==> config.mk <==
export PLATFORM = sky130hd
export DESIGN_NAME = irq_enable_gate
export DESIGN_NICKNAME = d
export VERILOG_FILES = /design/src/rtl/irq_gate_pkg.sv /design/src/rtl/ien_reg.sv /design/src/rtl/irq_mask.sv /design/src/rtl/irq_select.sv /design/src/rtl/irq_enable_gate.sv
export SDC_FILE = /design/constraint.sdc
export NUM_CORES = 1
export LEC_CHECK = 0
export ABC_AREA = 1
export BUFFER_PORTS_ARGS = -buffer_cell sky130_fd_sc_hd__clkbuf_2
export CAP_MARGIN = 40
export CORE_MARGIN = 5
export CORE_UTILIZATION = 39
export CTS_CLUSTER_SIZE = 24
export DETAILED_ROUTE_END_ITERATION = 16
export PLACE_DENSITY = 0.79
export SLEW_MARGIN = 20
export SYNTH_ARGS = -nofsm -noshare
export SYNTH_HDL_FRONTEND = slang
export SYNTH_SLANG_ARGS = --single-unit
==> constraint.sdc <==
create_clock -name clk -period 0.95 [get_ports clk]
set_input_delay 0.095 -clock clk [delete_from_list [all_inputs] [get_ports clk]]
set_output_delay 0.095 -clock clk [all_outputs]
set_load 0.05 [all_outputs]
==> src/rtl/irq_gate_pkg.sv <==
package irq_gate_pkg;
  localparam int REG_BITS = 8;
  localparam int GLB_BIT  = 7;
  localparam int ID_W     = 3;

  typedef logic [REG_BITS-1:0] ien_t;

  // Bits that hold state: the master bit plus one bit per source.
  function automatic ien_t impl_mask(input int nsrc);
    ien_t m;
    m = '0;
    m[GLB_BIT] = 1'b1;
    for (int i = 0; i < nsrc; i++) m[i] = 1'b1;
    return m;
  endfunction
endpackage

==> src/rtl/ien_reg.sv <==
module ien_reg
  import irq_gate_pkg::*;
#(
  parameter int   ADDR_W    = 8,
  parameter logic [ADDR_W-1:0] REG_ADDR = 8'hA8,
  parameter ien_t IMPL_MASK = 8'h9F
) (
  input  logic              clk,
  input  logic              rst,
  input  logic              byte_wr,
  input  logic [ADDR_W-1:0] byte_addr,
  input  logic [7:0]        byte_wdata,
  input  logic              bit_wr,
  input  logic [ADDR_W-1:0] bit_addr,
  input  logic              bit_wdata,
  output ien_t              ien_q,
  output logic [7:0]        byte_rdata,
  output logic              bit_rdata
);
  logic       byte_hit;
  logic       bit_hit;
  logic [2:0] bit_idx;
  ien_t       ien_nxt;

  assign byte_hit = (byte_addr == REG_ADDR);
  assign bit_hit  = (bit_addr[ADDR_W-1:3] == REG_ADDR[ADDR_W-1:3]);
  assign bit_idx  = bit_addr[2:0];

  // Byte write first, then the bit write lands on top of it.
  always_comb begin
    ien_nxt = ien_q;
    if (byte_wr && byte_hit) ien_nxt = byte_wdata;
    if (bit_wr && bit_hit)   ien_nxt[bit_idx] = bit_wdata;
  end

  for (genvar b = 0; b < REG_BITS; b++) begin : g_bit
    if (IMPL_MASK[b]) begin : g_ff
      always_ff @(posedge clk) begin
        if (rst) ien_q[b] <= 1'b0;
        else     ien_q[b] <= ien_nxt[b];
      end
    end else begin : g_tie
      assign ien_q[b] = 1'b0;
    end
  end

  always_ff @(posedge clk) begin
    if (rst) begin
      byte_rdata <= '0;
      bit_rdata  <= 1'b0;
    end else begin
      byte_rdata <= byte_hit ? ien_q : 8'h00;
      bit_rdata  <= bit_hit ? ien_q[bit_idx] : 1'b0;
    end
  end

  AST_RST_CLEARS: assert property (@(posedge clk) $past(rst) |-> (ien_q == '0) && (byte_rdata == '0));

  AST_BYTE_LOAD: assert property (@(posedge clk) disable iff (rst)
    (byte_wr && byte_hit && !(bit_wr && bit_hit)) |=> (ien_q == ($past(byte_wdata) & IMPL_MASK)));

  AST_BIT_SINGLE: assert property (@(posedge clk) disable iff (rst)
    (bit_wr && !(byte_wr && byte_hit)) |=> ($countones(ien_q ^ $past(ien_q)) <= 1));

  AST_IDLE_HOLD: assert property (@(posedge clk) disable iff (rst)
    (!(byte_wr && byte_hit) && !(bit_wr && bit_hit)) |=> $stable(ien_q));

  AST_RSVD_LOW: assert property (@(posedge clk) disable iff (rst)
    ((ien_q & ~IMPL_MASK) == '0));
endmodule

==> src/rtl/irq_mask.sv <==
module irq_mask #(
  parameter int NUM_SRC = 5
) (
  input  logic [NUM_SRC-1:0] pend,
  input  logic [NUM_SRC-1:0] src_en,
  input  logic               glb_en,
  output logic [NUM_SRC-1:0] qual
);
  for (genvar i = 0; i < NUM_SRC; i++) begin : g_src
    assign qual[i] = glb_en & src_en[i] & pend[i];
  end
endmodule

==> src/rtl/irq_select.sv <==
module irq_select
  import irq_gate_pkg::*;
#(
  parameter int NUM_SRC = 5,
  parameter int VEC_W   = 16,
  parameter logic [VEC_W-1:0] VEC_BASE = 16'h0003,
  parameter logic [VEC_W-1:0] VEC_STEP = 16'h0008
) (
  input  logic               clk,
  input  logic               rst,
  input  logic [NUM_SRC-1:0] qual,
  output logic               irq_req,
  output logic [ID_W-1:0]    irq_id,
  output logic [VEC_W-1:0]   irq_vec
);
  logic            any_d;
  logic [ID_W-1:0] id_d;
  logic [VEC_W-1:0] vec_d;

  // Fixed order: lowest index wins.
  always_comb begin
    id_d = '0;
    for (int i = NUM_SRC - 1; i >= 0; i--) begin
      if (qual[i]) id_d = ID_W'(i);
    end
  end

  assign any_d = |qual;
  assign vec_d = VEC_BASE + (VEC_W'(id_d) * VEC_STEP);

  always_ff @(posedge clk) begin
    if (rst) begin
      irq_req <= 1'b0;
      irq_id  <= '0;
      irq_vec <= '0;
    end else begin
      irq_req <= any_d;
      irq_id  <= any_d ? id_d : '0;
      irq_vec <= any_d ? vec_d : '0;
    end
  end

  AST_IDLE_ZERO: assert property (@(posedge clk) disable iff (rst)
    !irq_req |-> (irq_vec == '0) && (irq_id == '0));

  AST_LOW_FIRST: assert property (@(posedge clk) disable iff (rst)
    qual[0] |=> irq_req && (irq_id == '0));

  AST_REQ_FOLLOWS: assert property (@(posedge clk) disable iff (rst)
    (qual == '0) |=> !irq_req);
endmodule

==> src/rtl/irq_enable_gate.sv <==
module irq_enable_gate
  import irq_gate_pkg::*;
#(
  parameter int ADDR_W  = 8,
  parameter logic [ADDR_W-1:0] REG_ADDR = 8'hA8,
  parameter bit HAS_T2  = 1'b0,
  parameter int VEC_W   = 16,
  parameter logic [VEC_W-1:0] VEC_BASE = 16'h0003,
  parameter logic [VEC_W-1:0] VEC_STEP = 16'h0008,
  localparam int NUM_SRC = HAS_T2 ? 6 : 5
) (
  input  logic               clk,
  input  logic               rst,
  input  logic               byte_wr,
  input  logic [ADDR_W-1:0]  byte_addr,
  input  logic [7:0]         byte_wdata,
  output logic [7:0]         byte_rdata,
  input  logic               bit_wr,
  input  logic [ADDR_W-1:0]  bit_addr,
  input  logic               bit_wdata,
  output logic               bit_rdata,
  input  logic [NUM_SRC-1:0] pend_flags,
  output logic               irq_req,
  output logic [ID_W-1:0]    irq_id,
  output logic [VEC_W-1:0]   irq_vec
);
  localparam ien_t IMPL_MASK = impl_mask(NUM_SRC);

  ien_t              ien_q;
  logic [NUM_SRC-1:0] qual;

  ien_reg #(
    .ADDR_W   (ADDR_W),
    .REG_ADDR (REG_ADDR),
    .IMPL_MASK(IMPL_MASK)
  ) u_reg (
    .clk       (clk),
    .rst       (rst),
    .byte_wr   (byte_wr),
    .byte_addr (byte_addr),
    .byte_wdata(byte_wdata),
    .bit_wr    (bit_wr),
    .bit_addr  (bit_addr),
    .bit_wdata (bit_wdata),
    .ien_q     (ien_q),
    .byte_rdata(byte_rdata),
    .bit_rdata (bit_rdata)
  );

  irq_mask #(.NUM_SRC(NUM_SRC)) u_mask (
    .pend  (pend_flags),
    .src_en(ien_q[NUM_SRC-1:0]),
    .glb_en(ien_q[GLB_BIT]),
    .qual  (qual)
  );

  irq_select #(
    .NUM_SRC (NUM_SRC),
    .VEC_W   (VEC_W),
    .VEC_BASE(VEC_BASE),
    .VEC_STEP(VEC_STEP)
  ) u_sel (
    .clk    (clk),
    .rst    (rst),
    .qual   (qual),
    .irq_req(irq_req),
    .irq_id (irq_id),
    .irq_vec(irq_vec)
  );

  AST_MASTER_OFF: assert property (@(posedge clk) disable iff (rst)
    !ien_q[GLB_BIT] |=> !irq_req);

  AST_NO_PEND_NO_REQ: assert property (@(posedge clk) disable iff (rst)
    ((pend_flags & ien_q[NUM_SRC-1:0]) == '0) |=> !irq_req);

  AST_UNUSED_BITS: assert property (@(posedge clk) disable iff (rst)
    ((ien_q & ~IMPL_MASK) == '0));
endmodule

======== Word-level counts from Yosys, hierarchy flattened ========
Index checks and enable logic that the tools add are counted.
operators by class
  bitwise logic cells ..................... 13
  equal/unequal tests ..................... 2
  reduce and logical (&&, ||, !) cells .... 7
  order comparisons ....................... 2
  add/sub/neg operators ................... 1
  mux-type cells .......................... 12
operators by type and width
  kind                                                               number
  two-way mux 8 bit                                                  2
  two-way mux 3 bit                                                  5
  bitwise AND 1 bit                                                  10
  bitwise mux 8 bit                                                  1
  equality test 8 bit, second input constant                         1
  adder 2 x 6 -> 7 bit, first input constant                         1
  OR reduction 2 bit                                                 3
  equality test 5 bit, second input constant                         1
  OR reduction 5 bit                                                 1
  < comparator 3 x 4 -> 1 bit, second input constant                 1
  binary-select mux 1 bit (select 3 bit)                             1
  demux 1 bit (select 3 bit)                                         1
  greater-or-equal comparator 3 x 1 -> 1 bit, second input constant  1
  logical AND 1 bit                                                  3
  NOT 1 bit                                                          3
  two-way mux 1 bit                                                  2
storage, ports and cells
  output and inout bits ................... 29
  register bits ........................... 35

======== Depth between registers and ports, before layout ========
  depth after elaboration ................. 8
  depth in mapped cells ................... 9

======== Modules after synthesis ========
A second synthesis with hierarchy kept.
second synthesis, totals
  cells, all modules ...................... 189
  area, all modules ....................... 1188.6 um^2
by module, submodules not included
  module      cells an instance  instances  area an instance (um^2)  sequential area each (um^2)
  ien_reg     134                1          827.0                    260.2
  irq_select  40                 1          305.3                    100.1
  irq_mask    15                 1          56.3                     0.0

======== Least setup slack after synthesis ========
No wires, ideal clock.
  path kind ............................... register to output
  start point ............................. register u_sel.irq_vec[1]
  end point ............................... output port irq_vec[1]
  cell stages (with the launch flop) ...... 2
  path slack .............................. -0.039 ns
  required time ........................... 0.855 ns
  data arrival time ....................... 0.894 ns
  path through ............................ dfxtp_1 -> buf_4
RTL lines
  item                    RTL line               RTL
  from (decl)             irq_select.sv:14       output logic [VEC_W-1:0] irq_vec
  from (signal assigned)  irq_select.sv:39       irq_vec <= any_d ? vec_d : '0;
  to (decl)               irq_enable_gate.sv:25  output logic [VEC_W-1:0] irq_vec
No word-level cell between the ends.

======== Worst setup path after layout ========
  start point ............................. register u_reg.ien_q[7]
  end point ............................... register u_sel.irq_id[0]
on the way
  longest elaborated chain between the ends .. 6
  elaborated cells between the ends (all ways) .. 17
  classes of those cells .................. mux (4); bitwise (11); reduce/logical (2)
RTL lines
  item                               RTL line          RTL
  from (decl)                        ien_reg.sv:16     output ien_t ien_q,
  from (signal, indexed assignment)  ien_reg.sv:40     else ien_q[b] <= ien_nxt[b];
  bitwise AND 1 bit (2 in series)    irq_mask.sv:10    assign qual[i] = glb_en & src_en[i] & pend[i];
  two-way mux 3 bit (4 in series)    irq_select.sv:24  if (qual[i]) id_d = ID_W'(i);
  to (signal assigned)               irq_select.sv:38  irq_id <= any_d ? id_d : '0;
  to (decl)                          irq_select.sv:13  output logic [ID_W-1:0] irq_id,
Several ways; a longest one is shown, not always the timed one.
A chain may end at the register's enable or synchronous reset.

==> flow_metrics.env <==
export IMPL_cts_made_buffers=3
export IMPL_synth_top_cell_area_share_pct=31.8
export IMPL_synth_edf_count=0
export IMPL_syn_inst=171
export IMPL_ios=63
export IMPL_coreArea_um2=2780
export IMPL_cp_required_ns=1.18
export IMPL_io_buffers=47
export IMPL_ir_worst_vdd_mv=0.924
export IMPL_end_kind="flip-flop"
export IMPL_grt_ovfl_total=0
export IMPL_worstSetupPathType="flip-flop to flip-flop"
export IMPL_drc=0
export IMPL_ys_ff_latch=18
export IMPL_synthArstFlopShare_pct=0
export IMPL_cts_reportedPaths_clkPinSlew_ns=0.09
export IMPL_num_vias=1170
export IMPL_drt_wl_total_mm=2.72
export IMPL_clkLatencyLatePin_ns=0.29
export IMPL_skew_ns=0.00186
export IMPL_ys_top_cells_by_area="dfxtp_1, nand2_1, buf_4"
export IMPL_cpPeakStageDelay_ns=0.44
export IMPL_post_route_period_util_pct=112
export IMPL_seqCellArea_um2=369
export IMPL_die_width_um=63.9
export IMPL_synth_distinct_cells=22
export IMPL_wl_per_cell_um=10.4
export IMPL_syn_area_um2=1130
export IMPL_postRouteAntennaNets=0
export IMPL_design_die_area_um2=4080
export IMPL_dp_final_hpwl_mm=2.06
export IMPL_synth_top_area_cell="dfxtp_1"
export IMPL_grt_pass1_vias=1078
export IMPL_crit_path_max_fanout=7
export IMPL_timing_final_ws_setup_ns=-0.109
export IMPL_p_leak_nw=0.847
export IMPL_avgViaCountPerCell=4.48
export IMPL_violations="setup timing"
export IMPL_grtUsageTotal_pct=12.5
export IMPL_clock_path_buffers=2
export IMPL_yosysSeqAreaShare_pct=31.8
export IMPL_start_kind="flip-flop"
export IMPL_drt_pass1_iter_count=4
export IMPL_numClockSinks=18
export IMPL_nNetsFinal=265
export IMPL_avgSynthCellArea_um2=6.62
export IMPL_grt_max_degree=13
export IMPL_r2r_slack_ns=-0.11
export IMPL_antenna_found_initial=0
export IMPL_maxCapViolations=0
export IMPL_synthFlopType="dfxtp_1"
export IMPL_drt_iter0_drc=31
export IMPL_synth_warnings=0
export IMPL_grt_pass1_wl_mm=4.28
export IMPL_fill_cells=267
export IMPL_htreeDepth=1
export IMPL_worstPathArrival_ns=1.29
export IMPL_power_density_nw_per_um2=947
export IMPL_max_freq_mhz=944
export IMPL_fin_hold_ws_ns=0.101
export IMPL_drive_above_1_share_pct=37.4
export IMPL_slowest_stage="dfxtp_4"
export IMPL_multi_input_area_um2=594
export IMPL_dieHeight_um=63.9
export IMPL_hold_viol_final=0
export IMPL_cts_tree="done"
export IMPL_status="finished with violations"
export IMPL_grt_setup_unrepaired="true"
export IMPL_min_period_ns=1.06
export IMPL_gp_congestion=0.856
export IMPL_hold_class="primary input to flip-flop"
export IMPL_rows=19
export IMPL_slew_viol_final=0
export IMPL_syn2layout_area_growth_pct=39.4
export IMPL_root_buffer="clkbuf_4"
export IMPL_n_antenna_cell=0
export IMPL_initial_core_util_pct=40.7
export IMPL_crit_chain="nand3_4 > nand2_4 > nor2_4 > a21oi_2 > nand2_1 > nor2_1"
export IMPL_setup_viol=2
export IMPL_pre_cts_slack_ns=-0.0748
## synthesized netlist by cell type (2+ instances only)
cell / n
inv_1: 28
nor2_1: 19
nand2_1: 38
inv_2: 2
nand4_1: 6
buf_4: 18
nor2_4: 2
nand3_2: 4
nand3_1: 23
dfxtp_1: 18
a21oi_1: 2
## cell usage in the layout, fill, tap and decap left out, types with 2 or more instances in the layout
cell	Yosys	final
clkbuf_2	0	31
nor2_4	2	3
buf_6	1	7
dfxtp_1	18	13
nand4_1	6	6
conb_1	1	13
nand2_4	0	2
nand3_4	1	4
nand3_2	4	2
inv_1	28	28
clkbuf_4	0	3
nand2_1	38	37
a21oi_1	2	2
nor2_1	19	19
nand3_1	23	22
dfxtp_2	0	4
buf_4	18	24
inv_2	2	2
## metal layers
layer,share of wire [%],GRT usage [%]
met1,40,15.2
met2,51,21.4
met3,7.4,1.93
met4,1.5,5.71
met5,0,0
## critical path: cells and delay by family (launching register included)
kind               cells  cell delay (ns)
and+or+nand+nor        5             0.41
DFF                    1             0.44
AOI/OAI and AO/OA      1             0.15
## registers in the layout (all words and copies together), names as in the netlist
name / count
u_reg.byte_rdata: 6
u_sel.irq_req: 1
u_reg.ien_q: 6
u_sel.irq_id: 3
u_sel.irq_vec: 1
u_reg.bit_rdata: 1
## timing repair
item	4_1_cts	5_1_grt
hold buffers	1	0
pin swaps	1	6
endpoints found under the hold margin	2	0
setup endpoints to repair	18	23
resized for setup	18	31
setup buffers	0	4
## path summary, 6_finish.rpt
kind                        from                   to  depth (start not counted)
hold reg to reg   u_reg.ien_q[7]  u_reg.byte_rdata[7]                          2
hold / removal     pend_flags[4]      u_sel.irq_id[2]                          3
setup / recovery  u_reg.ien_q[7]      u_sel.irq_id[0]                          6
setup reg to reg  u_reg.ien_q[7]      u_sel.irq_id[0]                          6
## through the flow
stage	setup TNS, ns	total power [mW]	utilization, %	cell area (um^2)	std cells
6_report	-0.158	1.49	56.8	1580	261
5_1_grt	-0.400	1.57	56.8	1580	261
3_3_place_gp	-0.229	1.05	50.6	1410	253
3_5_place_dp	-0.424	1.05	50.6	1410	253
4_1_cts	-0.0771	1.50	54.0	1500	258
2_1_floorplan	0	0.994	-	1180	183
## kinds of logic after synthesis
family	share of synthesized area [%]
and+or+nand+nor	41.9
buffers and inverters	23.6
other	0.331
DFF	31.8
AOI/OAI and AO/OA	2.32
## report_power, final
part / leakage [nW] / switching, mW / internal (mW)
Clock: 0.0210 / 0.222 / 0.234
Sequential: 0.148 / 0.00130 / 0.752
Combinational: 0.678 / 0.209 / 0.0777
Total: 0.847 / 0.432 / 1.06
## cell type report
cell class	count	area share, %
Timing Repair Buffer	63	26.9
Multi-Input combinational cell	114	37.6
Sequential cell	18	23.4
Clock buffer	4	2.30
Inverter	31	7.37
Tap cell	31	2.46
(Power assumes the default switching activity.)
